===== config.mk =====
export PLATFORM = sky130hd
export DESIGN_NAME = wu_home_dir
export DESIGN_NICKNAME = d
export VERILOG_FILES = /design/src/rtl/wu_pkg.sv /design/src/rtl/wu_req_fifo.sv /design/src/rtl/wu_dir_store.sv /design/src/rtl/wu_home_dir.sv
export SDC_FILE = /design/constraint.sdc
export NUM_CORES = 1
export LEC_CHECK = 0
export BUFFER_PORTS_ARGS = -buffer_cell sky130_fd_sc_hd__buf_2
export CORE_ASPECT_RATIO = 0.9
export CORE_MARGIN = 2
export CORE_UTILIZATION = 30
export CTS_CLUSTER_SIZE = 8
export DETAILED_ROUTE_END_ITERATION = 16
export PLACE_DENSITY = 0.44
export SYNTH_ARGS = -nofsm -noshare
export SYNTH_HDL_FRONTEND = slang
export SYNTH_HIERARCHICAL = 1
export SYNTH_SLANG_ARGS = --single-unit

===== constraint.sdc =====
create_clock -name clk -period 6.6 [get_ports clk]
set_input_delay 0.33 -clock clk [delete_from_list [all_inputs] [get_ports clk]]
set_output_delay 0.33 -clock clk [all_outputs]
set_load 0.005 [all_outputs]

===== src/rtl/wu_pkg.sv =====
`timescale 1ns/1ps
package wu_pkg;
  localparam logic [1:0] MSG_SHREP  = 2'd0;
  localparam logic [1:0] MSG_UPDATE = 2'd1;
  localparam logic [1:0] MSG_WRREP  = 2'd2;
  localparam logic REQ_SHARE = 1'b0;
  localparam logic REQ_WRITE = 1'b1;
  typedef enum logic {ST_ACCEPT, ST_FANOUT} ctl_state_e;
endpackage


===== src/rtl/wu_req_fifo.sv =====
`timescale 1ns/1ps
module wu_req_fifo #(
  parameter int W     = 8,
  parameter int DEPTH = 4
) (
  input  logic         clk,
  input  logic         rst_n,
  input  logic         push,
  input  logic [W-1:0] din,
  input  logic         pop,
  output logic [W-1:0] dout,
  output logic         empty,
  output logic         full
);
  localparam int PW = (DEPTH > 1) ? $clog2(DEPTH) : 1;
  localparam int CW = $clog2(DEPTH + 1);

  logic [W-1:0]  slots [DEPTH];
  logic [PW-1:0] wr_ptr, rd_ptr;
  logic [CW-1:0] cnt;

  function automatic logic [PW-1:0] bump(input logic [PW-1:0] p);
    return (p == PW'(DEPTH - 1)) ? '0 : p + 1'b1;
  endfunction

  assign empty = (cnt == '0);
  assign full  = (cnt == CW'(DEPTH));
  assign dout  = slots[rd_ptr];

  always_ff @(posedge clk) begin
    if (push) slots[wr_ptr] <= din;
  end

  always_ff @(posedge clk) begin
    if (!rst_n) begin
      wr_ptr <= '0;
      rd_ptr <= '0;
      cnt    <= '0;
    end else begin
      if (push) wr_ptr <= bump(wr_ptr);
      if (pop)  rd_ptr <= bump(rd_ptr);
      cnt <= cnt + CW'(push) - CW'(pop);
    end
  end

  AST_NO_OVERFLOW: assert property (@(posedge clk) disable iff (!rst_n) cnt <= CW'(DEPTH));
  AST_NO_UNDERFLOW: assert property (@(posedge clk) disable iff (!rst_n) pop |-> !empty);
endmodule


===== src/rtl/wu_dir_store.sv =====
`timescale 1ns/1ps
module wu_dir_store #(
  parameter int NODES  = 4,
  parameter int WORDS  = 4,
  parameter int BLOCKS = 8,
  parameter int DW     = 16,
  localparam int NW = (NODES > 1) ? $clog2(NODES) : 1,
  localparam int OW = (WORDS > 1) ? $clog2(WORDS) : 1,
  localparam int BW = (BLOCKS > 1) ? $clog2(BLOCKS) : 1,
  localparam int LW = WORDS * DW
) (
  input  logic             clk,
  input  logic             rst_n,
  input  logic [BW-1:0]    blk,
  input  logic [OW-1:0]    off,
  input  logic [NW-1:0]    node,
  input  logic             sh_en,
  input  logic             wr_en,
  input  logic [DW-1:0]    wr_data,
  output logic [LW-1:0]    line,
  output logic [NODES-1:0] sharers
);
  logic [DW-1:0]    mem [BLOCKS][WORDS];
  logic [NODES-1:0] dir [BLOCKS];

  for (genvar w = 0; w < WORDS; w++) begin : g_line
    assign line[w*DW +: DW] = mem[blk][w];
  end
  assign sharers = dir[blk];

  always_ff @(posedge clk) begin
    if (!rst_n) begin
      for (int b = 0; b < BLOCKS; b++) begin
        dir[b] <= '0;
        for (int w = 0; w < WORDS; w++) mem[b][w] <= '0;
      end
    end else begin
      if (sh_en) dir[blk][node] <= 1'b1;
      if (wr_en) mem[blk][off] <= wr_data;
    end
  end

  for (genvar b = 0; b < BLOCKS; b++) begin : g_sticky
    AST_SHARER_STICKY: assert property (@(posedge clk) disable iff (!rst_n)
      (dir[b] & $past(dir[b])) == $past(dir[b]));
  end
  AST_WRITE_NO_ALLOC: assert property (@(posedge clk) disable iff (!rst_n)
    wr_en |=> dir[$past(blk)] == $past(dir[blk]));
  AST_SHARE_RECORDED: assert property (@(posedge clk) disable iff (!rst_n)
    sh_en |=> dir[$past(blk)][$past(node)]);
endmodule


===== src/rtl/wu_home_dir.sv =====
`timescale 1ns/1ps
module wu_home_dir #(
  parameter int NODES   = 4,
  parameter int WORDS   = 4,
  parameter int BLOCKS  = 8,
  parameter int DW      = 16,
  parameter int DEPTH   = 4,
  parameter int HOME_ID = 0,
  localparam int NW = (NODES > 1) ? $clog2(NODES) : 1,
  localparam int OW = (WORDS > 1) ? $clog2(WORDS) : 1,
  localparam int BW = (BLOCKS > 1) ? $clog2(BLOCKS) : 1,
  localparam int AW = BW + OW,
  localparam int LW = WORDS * DW
) (
  input  logic          clk,
  input  logic          rst_n,
  input  logic          req_valid,
  output logic          req_ready,
  input  logic          req_kind,
  input  logic [NW-1:0] req_node,
  input  logic [AW-1:0] req_addr,
  input  logic [DW-1:0] req_data,
  output logic          msg_valid,
  output logic [1:0]    msg_type,
  output logic [NW-1:0] msg_src,
  output logic [NW-1:0] msg_dst,
  output logic [AW-1:0] msg_addr,
  output logic [LW-1:0] msg_data
);
  import wu_pkg::*;

  localparam int RW = 1 + NW + AW + DW;

  // lowest set bit of a sharer vector: the next node to notify
  function automatic logic [NW-1:0] first_set(input logic [NODES-1:0] v);
    logic [NW-1:0] r;
    r = '0;
    for (int i = NODES - 1; i >= 0; i--) if (v[i]) r = NW'(i);
    return r;
  endfunction

  logic          q_full, q_empty, q_push;
  logic [RW-1:0] q_head;
  logic          h_kind;
  logic [NW-1:0] h_node;
  logic [AW-1:0] h_addr;
  logic [DW-1:0] h_data;

  ctl_state_e       state;
  logic [NODES-1:0] pend, pend_next;
  logic [NW-1:0]    pick, f_node;
  logic [AW-1:0]    f_addr;
  logic [DW-1:0]    f_word;
  logic [LW-1:0]    blk_line;
  logic [NODES-1:0] blk_sharers;

  // named internal events
  logic take, take_share, take_write, fan_step, fan_last;

  assign q_push    = req_valid && !q_full;
  assign req_ready = !q_full;
  assign {h_kind, h_node, h_addr, h_data} = q_head;

  assign take       = (state == ST_ACCEPT) && !q_empty;
  assign take_share = take && (h_kind == REQ_SHARE);
  assign take_write = take && (h_kind == REQ_WRITE);
  assign pick       = first_set(pend);
  assign pend_next  = pend & ~(NODES'(1) << pick);
  assign fan_step   = (state == ST_FANOUT);
  assign fan_last   = fan_step && (pend_next == '0);
  assign msg_src    = NW'(HOME_ID);

  wu_req_fifo #(.W(RW), .DEPTH(DEPTH)) u_fifo (
    .clk(clk), .rst_n(rst_n), .push(q_push),
    .din({req_kind, req_node, req_addr, req_data}),
    .pop(take), .dout(q_head), .empty(q_empty), .full(q_full)
  );

  wu_dir_store #(.NODES(NODES), .WORDS(WORDS), .BLOCKS(BLOCKS), .DW(DW)) u_store (
    .clk(clk), .rst_n(rst_n),
    .blk(h_addr[AW-1:OW]), .off(h_addr[OW-1:0]), .node(h_node),
    .sh_en(take_share), .wr_en(take_write), .wr_data(h_data),
    .line(blk_line), .sharers(blk_sharers)
  );

  always_ff @(posedge clk) begin
    if (!rst_n) begin
      state     <= ST_ACCEPT;
      pend      <= '0;
      f_node    <= '0;
      f_addr    <= '0;
      f_word    <= '0;
      msg_valid <= 1'b0;
      msg_type  <= MSG_SHREP;
      msg_dst   <= '0;
      msg_addr  <= '0;
      msg_data  <= '0;
    end else begin
      msg_valid <= 1'b0;
      if (take_share) begin
        msg_valid <= 1'b1;
        msg_type  <= MSG_SHREP;
        msg_dst   <= h_node;
        msg_addr  <= h_addr;
        msg_data  <= blk_line;
      end
      if (take_write) begin
        f_node <= h_node;
        f_addr <= h_addr;
        f_word <= h_data;
        pend   <= blk_sharers;
        if (blk_sharers != '0) state <= ST_FANOUT;
      end
      if (fan_step) begin
        msg_valid <= 1'b1;
        msg_type  <= (pick == f_node) ? MSG_WRREP : MSG_UPDATE;
        msg_dst   <= pick;
        msg_addr  <= f_addr;
        msg_data  <= LW'(f_word);
        pend      <= pend_next;
        if (fan_last) state <= ST_ACCEPT;
      end
    end
  end

  AST_ASCENDING: assert property (@(posedge clk) disable iff (!rst_n)
    (msg_valid && msg_type != MSG_SHREP && $past(msg_valid && msg_type != MSG_SHREP))
      |-> msg_dst > $past(msg_dst));
  AST_WRREP_TO_WRITER: assert property (@(posedge clk) disable iff (!rst_n)
    (msg_valid && msg_type == MSG_WRREP) |-> msg_dst == f_node);
  AST_FAN_EMITS: assert property (@(posedge clk) disable iff (!rst_n)
    fan_step |=> msg_valid && msg_type != MSG_SHREP);
  AST_TYPE_LEGAL: assert property (@(posedge clk) disable iff (!rst_n)
    msg_valid |-> msg_type != 2'd3);
endmodule


## Yosys cells after proc, flatten, opt, wreduce, memory -nomap -nowiden

Memory sizes are Yosys's and may differ from the RTL's. A register that Yosys moved wholly into a read port is not among the register bits.
Cells that the tools add are included.

- $lt $le $gt $ge: 4
- Equal/unequal tests: 4
- Bitwise gates (word level): 6
- Shift-type cells: 1
- Multipliers: 0
- Reductions and logical operators: 17
- Mux-type cells: 43
- $add $sub $neg: 4
- Divide/modulo/power cells: 0

Operator list:

| kind | count |
|---|---|
| two-way mux 64 bit | 3 |
| OR reduction 64 bit | 1 |
| two-way mux 16 bit | 3 |
| demux 16 bit (select 2 bit) | 1 |
| two-way mux 2 bit | 13 |
| two-way mux 4 bit | 5 |
| two-way mux 1 bit | 13 |
| two-way mux 5 bit | 2 |
| logical AND 1 bit | 7 |
| two-way mux 3 bit | 2 |
| adder 2 x 1 -> 2 bit, second input constant | 2 |
| bitwise AND 4 bit | 1 |
| == test 2 bit, second input constant | 2 |
| zero test 4 bit | 1 |
| NOT 4 bit | 1 |
| nonzero test 2 bit | 2 |
| nonzero test 4 bit | 1 |
| OR reduction 4 bit | 1 |
| left shift 1 x 2 -> 4 bit, first input constant | 1 |
| adder 3 x 1 -> 3 bit | 1 |
| == test 3 bit, second input constant | 1 |
| >= comparator 3 bit, second input constant | 1 |
| zero test 3 bit | 1 |
| < comparator 2 x 3 -> 1 bit, second input constant | 1 |
| 9 further kinds | 12 |

- Memories: 3
- Bits in read-only memories: 0
- Word-level logic and storage cells: 96
- Latch bits: 0
- Bits in registers: 109
- Bits in writable memories: 640
- Input bits: 27

Memories:

| name | words | width | read ports | clocked after Yosys merged registers in | wr ports | line | source |
|---|---|---|---|---|---|---|---|
| u_store.mem | 8 | 64 | 1 | 0 | 8 | wu_dir_store.sv:23 | `logic [DW-1:0] mem [BLOCKS][WORDS];` |
| u_fifo.slots | 4 | 24 | 1 | 1 | 1 | wu_req_fifo.sv:18 | `logic [W-1:0] slots [DEPTH];` |
| u_store.dir | 8 | 4 | 1 | 0 | 8 | wu_dir_store.sv:24 | `logic [NODES-1:0] dir [BLOCKS];` |

## Longest topological paths before layout

Gate-level depths: netlist of run 1.

- Word-level depth: 11
- Gate-level depth with buffers: 11
- Mapped depth without buffers: 9

## By module

Netlist of run 1, hierarchy kept.

Modules (own cells, without submodules):

| module | area an instance (sq um) | sequential area each (sq um) | cells each | instances |
|---|---|---|---|---|
| wu_dir_store | 23493.8 | 16015.4 | 1607 | 1 |
| wu_req_fifo | 3955.0 | 3062.9 | 169 | 1 |
| wu_home_dir | 3921.3 | 2042.0 | 473 | 1 |

## Least setup slack after synthesis of run 1

OpenSTA, ideal clock, no wires.

- Path kind: register -> register
- Start point: register (tool-made name)
- End point: memory u_store/mem[0][0] in the netlist's numbering, enable pin
- Path buffers: 5
- Setup time: 0.411 ns
- Cell stages (with the launch flop): 9
- Path slack: 2.987 ns
- Data arrival time: 3.201 ns
- Period minus slack after synthesis: 3.613 ns
- Cell sequence: dfxtp_1 -> buf_6 -> buf_12 -> mux4_2 -> buf_4 -> or3_1 -> buf_2 -> buf_2 -> o21ai_0

RTL lines:

| item | line |
|---|---|
| end, declared | wu_dir_store.sv:23 |

==> results of run 1 <==
stage by stage:
stage | worst slack, ps | total power [mW] | area, um2 | instances | utilization
4_1_cts | 2110 | 17.0 | 36500 | 3829 | 0.352
6_report | 2240 | 16.8 | 36500 | 3830 | 0.352
5_1_grt | 1840 | 17.5 | 36500 | 3829 | 0.352
2_1_floorplan | 2990 | 9.69 | 31400 | 2250 | -
3_3_place_gp | 2100 | 12.0 | 33300 | 3626 | 0.321
3_5_place_dp | 2110 | 12.0 | 33300 | 3626 | 0.321
repair_timing:
action / in CTS / in global routing
hold buffers: 24 / 0
endpoints found under the setup margin: 0 / 0
endpoints found under the hold margin: 96 / 0
kinds of logic after synthesis:
group	count (synthesis)	share of synthesized area
AOI/OAI and AO/OA	204	0.0393
xor gates and xnor gates	1	0.000718
adders and majority gates	8	0.00343
buffers and inverters	183	0.0316
DFF	751	0.673
muxes	230	0.140
other	1	0.000120
and+or+nand+nor	871	0.112
worst paths after layout:
| path | slack [ps] | endpoint | cells after the start | startpoint |
|---|---|---|---|---|
| min reg2reg | 450 | msg_data[17]$_SDFFE_PP0P_ | 2 | msg_data[17]$_SDFFE_PP0P_ |
| max | 2240 | u_store/mem[7][37]$_SDFFCE_PN0P_ | 7 | register |
| max reg2reg | 2240 | u_store/mem[7][37]$_SDFFCE_PN0P_ | 7 | register |
| min | 90 | msg_type[0]$_SDFFE_PN0P_ | 2 | rst_n |
flip-flops by register name (all words and copies together) (netlist names), named ones only:
register	cells
f_addr	5
u_fifo/slots	96
f_node	2
msg_valid	1
u_store/mem	512
u_fifo/wr_ptr	2
msg_data	64
u_store/dir	32
fan_step	1
f_word	16
u_fifo/rd_ptr	2
msg_dst	2
msg_addr	5
u_fifo/cnt	3
msg_type	2
pend	4
layer usage:
layer	share of wire	wire, um	global-route usage
met1	0.46	46600	0.280
met2	0.45	45300	0.283
met3	0.069	6990	0.0338
met4	0.020	2010	0.0406
met5	0	0	0
Yosys cell counts (6+ instances only):
library cell | n | share of area
a22oi_2 | 11 | 0.0044
mux4_2 | 154 | 0.11
and2_1 | 6 | 0.0012
clkbuf_1 | 92 | 0.011
a22oi_1 | 14 | 0.0034
o21ai_0 | 61 | 0.0097
inv_1 | 10 | 0.0012
nand2_1 | 250 | 0.030
buf_4 | 8 | 0.0019
dfxtp_1 | 143 | 0.091
nand3_1 | 52 | 0.0083
buf_6 | 23 | 0.0083
nand2b_1 | 7 | 0.0014
edfxtp_1 | 608 | 0.58
a21oi_2 | 6 | 0.0017
a21oi_1 | 93 | 0.015
ha_1 | 7 | 0.0028
buf_2 | 39 | 0.0062
and3_1 | 16 | 0.0032
nor2_1 | 512 | 0.061
mux2_2 | 68 | 0.024
cell type report:
| class | instances | share of cell area |
|---|---|---|
| Sequential cell | 751 | 0.579 |
| Multi-Input combinational cell | 1316 | 0.255 |
| Clock buffer | 172 | 0.0778 |
| Tap cell | 1368 | 0.0469 |
| Timing Repair Buffer | 203 | 0.0369 |
| Clock inverter | 7 | 0.00247 |
| Inverter | 12 | 0.00144 |
| Antenna cell | 1 | 0.0000686 |
critical path, stage by stage (launching register included):
cell and delay (ps):
dfxtp_1 740, mux4_1 440, nand2_1 540, inv_1 240, and2_2 560, nand2_1 490
o21ai_1 620, buf_4 370
report_power, final:
group,internal (mW),switching (mW)
Combinational,1.96,3.99
Sequential,5.65,0.261
Clock,2.90,2.01
==> impl_metrics.tcl, run 1 <==
set metrics [dict create \
    status "finished clean" \
    p_leak_nw 12.3 \
    drv_cap 0 \
    post-cts-setup-buffers 0 \
    most-common-layout-cells "608 x edfxtp_1, 512 x nor2_1, 248 x nand2_1" \
    grt_usage 0.187 \
    grt_pass1_wl_um 145000 \
    fp-row-count 112 \
    postRouteAntennaNets 0 \
    syn_area_per_cell_um2 13.9 \
    path_max_fanout 24 \
    cts_root_buf "clkbuf_16" \
    period_share 0.660 \
    ys_async_sr_fraction 0 \
    relSlewSlack 0.278 \
    yosys_warnings 6 \
    endpoint_kind "register" \
    multi_input_area_um2 9310 \
    yosysSeqAreaShare 0.673 \
    syn_to_final_growth_pct 16.2 \
    worstMarginPinSlew_ps 1080 \
    fmax_ghz 0.229 \
    route.vias.total 19500 \
    synth_edf_count 608 \
    hold_viol 0 \
    port_buffers 101 \
    totalWireLength_um 101000 \
    die_height_um 311 \
    ir_worst_vdd_uv 287 \
    ys_ff_latch 751 \
    grt.overflow.total 0 \
    clk_path_buf_depth 3 \
    post_cts_resized 0 \
    gp_congestion 0.792 \
    h-tree-depth 3 \
    clock_latency_ps 670 \
    antenna_found_initial 4 \
    setup_viol 0 \
    arrival_ps 4700 \
    path_clk_slew_ps 50 \
    die_area_um2 107000 \
    powerDensity_nw_per_um2 460 \
    nets 2422 \
    skew_ps 24.5 \
    crit_path_start_kind "register" \
    yosys.cell_types.count 58 \
    final_layout_size_suffix_gt1_frac 0.222 \
    regArea_um2 21100 \
    syn_inst 2249 \
    grt_max_degree 77 \
    final_common_cell "edfxtp_1" \
    die_w_um 345 \
    final.setup.tns_ps 0 \
    firstDrtPassIters 5 \
    crit_type "register to register" \
    core_um2 104000 \
    start_util 0.303 \
    rsz0062_at_grt "false" \
    slew_violations 0 \
    cts_sinks 751 \
    netlist_area_um2 31400 \
    cts-buffers-inserted 103 \
    post-dp-hpwl_um 63300 \
    drt_iter0_markers 2022 \
    drc 0 \
    required_ps 6940 \
    wl_per_cell_um 26.4 \
    fillers 10100 \
    boundaryPins 104 \
    synthFlopType "edfxtp_1" \
    viasPerCell 5.08 \
    fin_hold_ws_ps 86.9 \
    min_path_type "primary input to register" \
    cts_tree "yes" \
    min_period_ps 4360 \
    grt_pass1_vias 19600 \
]
Note: power is estimated with default switching activity, not from simulation.
==> run 2, diff against run 1 <==
- ABC_AREA: unset -> 1
- PLACE_DENSITY: 0.44 -> 0.46
- clock period: 6.6 -> 3.7 ns (I/O delays scaled with it)
==> run 2 against run 1 <==
Effect of this change:
- clock skew grew 8.2 ps
- combinational power grew 110%
- first-iteration DRC count shrank 6.5%
- register-to-register slack lost 1700 ps
- clock-buffer cell count grew 18
- via count grew 27%
- final cell count grew 40%
- sequential power grew 81%
- critical path type unchanged
- critical endpoint is now u_store/mem[2][26]$_SDFFCE_PN0P_
- highest routed layer is now met5
==> impl_metrics.tcl, run 2 <==
set metrics [dict create \
    boundaryPins 104 \
    grt.overflow.total 0 \
    clk_path_buf_depth 3 \
    gp_congestion 0.757 \
    diodes 0 \
    skew_ps 32.7 \
    yosysMostFrequentCell "nand2_1" \
    final_layout_size_suffix_gt1_frac 0.113 \
    drv_cap 0 \
    drc 0 \
    viasPerCell 4.60 \
    synth_edf_count 608 \
    setup_viol 0 \
    synth_top_area_share 0.547 \
    wl_per_cell_um 19.4 \
    grt_max_degree 107 \
    final_common_cell "nand2_1" \
    regToRegSetupSlack_ps 530 \
    die_area_um2 114000 \
    yosys.cell_types.count 32 \
    syn_inst 3687 \
    worst_slack_ps 532 \
    yosys_warnings 6 \
    endpoint_kind "register" \
    fp-row-count 116 \
    r2r_cells 6 \
    synthTopCellsByArea "edfxtp_1 55%, nand2_1 18%, dfxtp_1 8.6%, nor2_1 7.5%, o21ai_0 1.9%" \
    totalWireLength_um 104000 \
    largest_reg_flops 512 \
    core_um2 111000 \
    port_buffers 101 \
    status "finished clean" \
    synthFlopType "edfxtp_1" \
    cts_root_buf "clkbuf_16" \
    crit_type "register to register" \
    path_max_fanout 56 \
    post-dp-hpwl_um 59200 \
    grt_pass1_vias 23900 \
    slew_violations 0 \
    final.setup.tns_ps 0 \
    antenna_found_initial 5 \
    arrival_ps 3660 \
    post_cts_resized 0 \
    drt_iter0_markers 1890 \
    syn_to_final_growth_pct 16.4 \
    cts_tree "yes" \
    start_util 0.301 \
    report.power.total_mw 32.4 \
    die_height_um 320 \
    worstMarginPinSlew_ps 915 \
    die_w_um 355 \
    path_clk_slew_ps 50 \
    grt_pass1_wl_um 155000 \
    yosysSeqAreaShare 0.633 \
    powerDensity_nw_per_um2 834 \
    postRouteAntennaNets 0 \
    rsz0062_at_grt "false" \
    p_leak_nw 16.9 \
    reg2reg_to "u_store/mem[2][26]$_SDFFCE_PN0P_" \
    cts_sinks 751 \
    dp_slack_ps 553 \
    ys_ff_latch 751 \
    holdPathEnd "u_fifo/slots[2][15]$_DFFE_PP_" \
    yosys-top-cells-count "1593 x nand2_1, 666 x nor2_1, 608 x edfxtp_1" \
    syn_area_per_cell_um2 9.05 \
    h-tree-depth 3 \
    clock_latency_ps 670 \
    min_path_type "primary input to register" \
    period_share 0.856 \
    relSlewSlack 0.390 \
    hp-start "req_data[15]" \
    route.vias.total 24600 \
    nets 3836 \
    ys_async_sr_fraction 0 \
    cts-buffers-inserted 104 \
    crit_path_start_kind "register" \
    min_period_ps 3170 \
    most-common-layout-cells "1590 x nand2_1, 666 x nor2_1, 608 x edfxtp_1" \
    netlist_area_um2 33400 \
    required_ps 4190 \
    reg_top3 "u_store/mem: 512 flops, u_fifo/slots: 96 flops, msg_data: 64 flops" \
    fmax_ghz 0.316 \
    hold_depth 2 \
    synth_area_leader_cell "edfxtp_1" \
    firstDrtPassIters 5 \
    regMostFlops "u_store/mem" \
    grt_usage 0.181 \
    ir_worst_vdd_uv 730 \
    hold_viol 0 \
]
## run 2: layer usage
layer  up-vias  global-route usage  wire [um]
met5         -                   0         41
met4         6              0.0492       2480
met3       160              0.0318       5540
met2       617               0.280      45600
met1     11900               0.259      50200
li1      12000                   -          -
## run 2: layout make-up
class	instances	area [um2]
fill	11400	71900
sequential	751	21100
clock inverter	3	33.8
timing repair buffer	252	1820
clock buffer	190	3020
multi-input combinational	2582	10600
inverter	110	424
tap	1475	1850
## run 2: what timing repair did
item	in CTS	in global routing
endpoints found under the hold margin	99	0
buffers inserted	0	0
hold buffers	26	0
## run 2: per-stage QoR
stage                     std cells  hold slack (ps)  area, um2  utilization
after global routing           5363              270      38800        0.351
after CTS                      5363              245      38800        0.351
final                          5363              286      38800        0.351
after floorplan                3688              283      33400            -
after detailed placement       5144              407      35500        0.321
after global placement         5144              405      35500        0.321
## run 2: critical path, stage by stage, from the launching register on
cell and delay, ps:
dfxtp_4 640, buf_4 660, o21ai_0 190, nand2_1 110, clkinv_1 670, buf_4 550
nor2_1 140
## run 2: how the worst max path moves through the flow
stage | to
finish | u_store/mem[2][26]$_SDFFCE_PN0P_
floorplan | u_store/mem[2][48]$_SDFFCE_PN0P_
global placement | u_store/mem[4][2]$_SDFFCE_PN0P_
global route | u_store/mem[2][26]$_SDFFCE_PN0P_
detailed placement | u_store/mem[4][2]$_SDFFCE_PN0P_
CTS | u_store/mem[2][26]$_SDFFCE_PN0P_
## run 2: cell families after synthesis
kind of cell / share of synthesized area
AOI/OAI and AO/OA: 0.0416
adders and majority gates: 0.00323
buffers and inverters: 0.0507
DFF: 0.633
other: 0.000112
and+or+nand+nor: 0.271
## run 2: report_power, final
group / internal [mW] / leakage [nW] / switching (mW) / total (mW)
sequential: 10.2 / 7.34 / 0.464 / 10.7
combinational: 2.92 / 8.07 / 9.75 / 12.7
clock: 5.43 / 1.45 / 3.64 / 9.07
total: 18.5 / 16.9 / 13.9 / 32.4
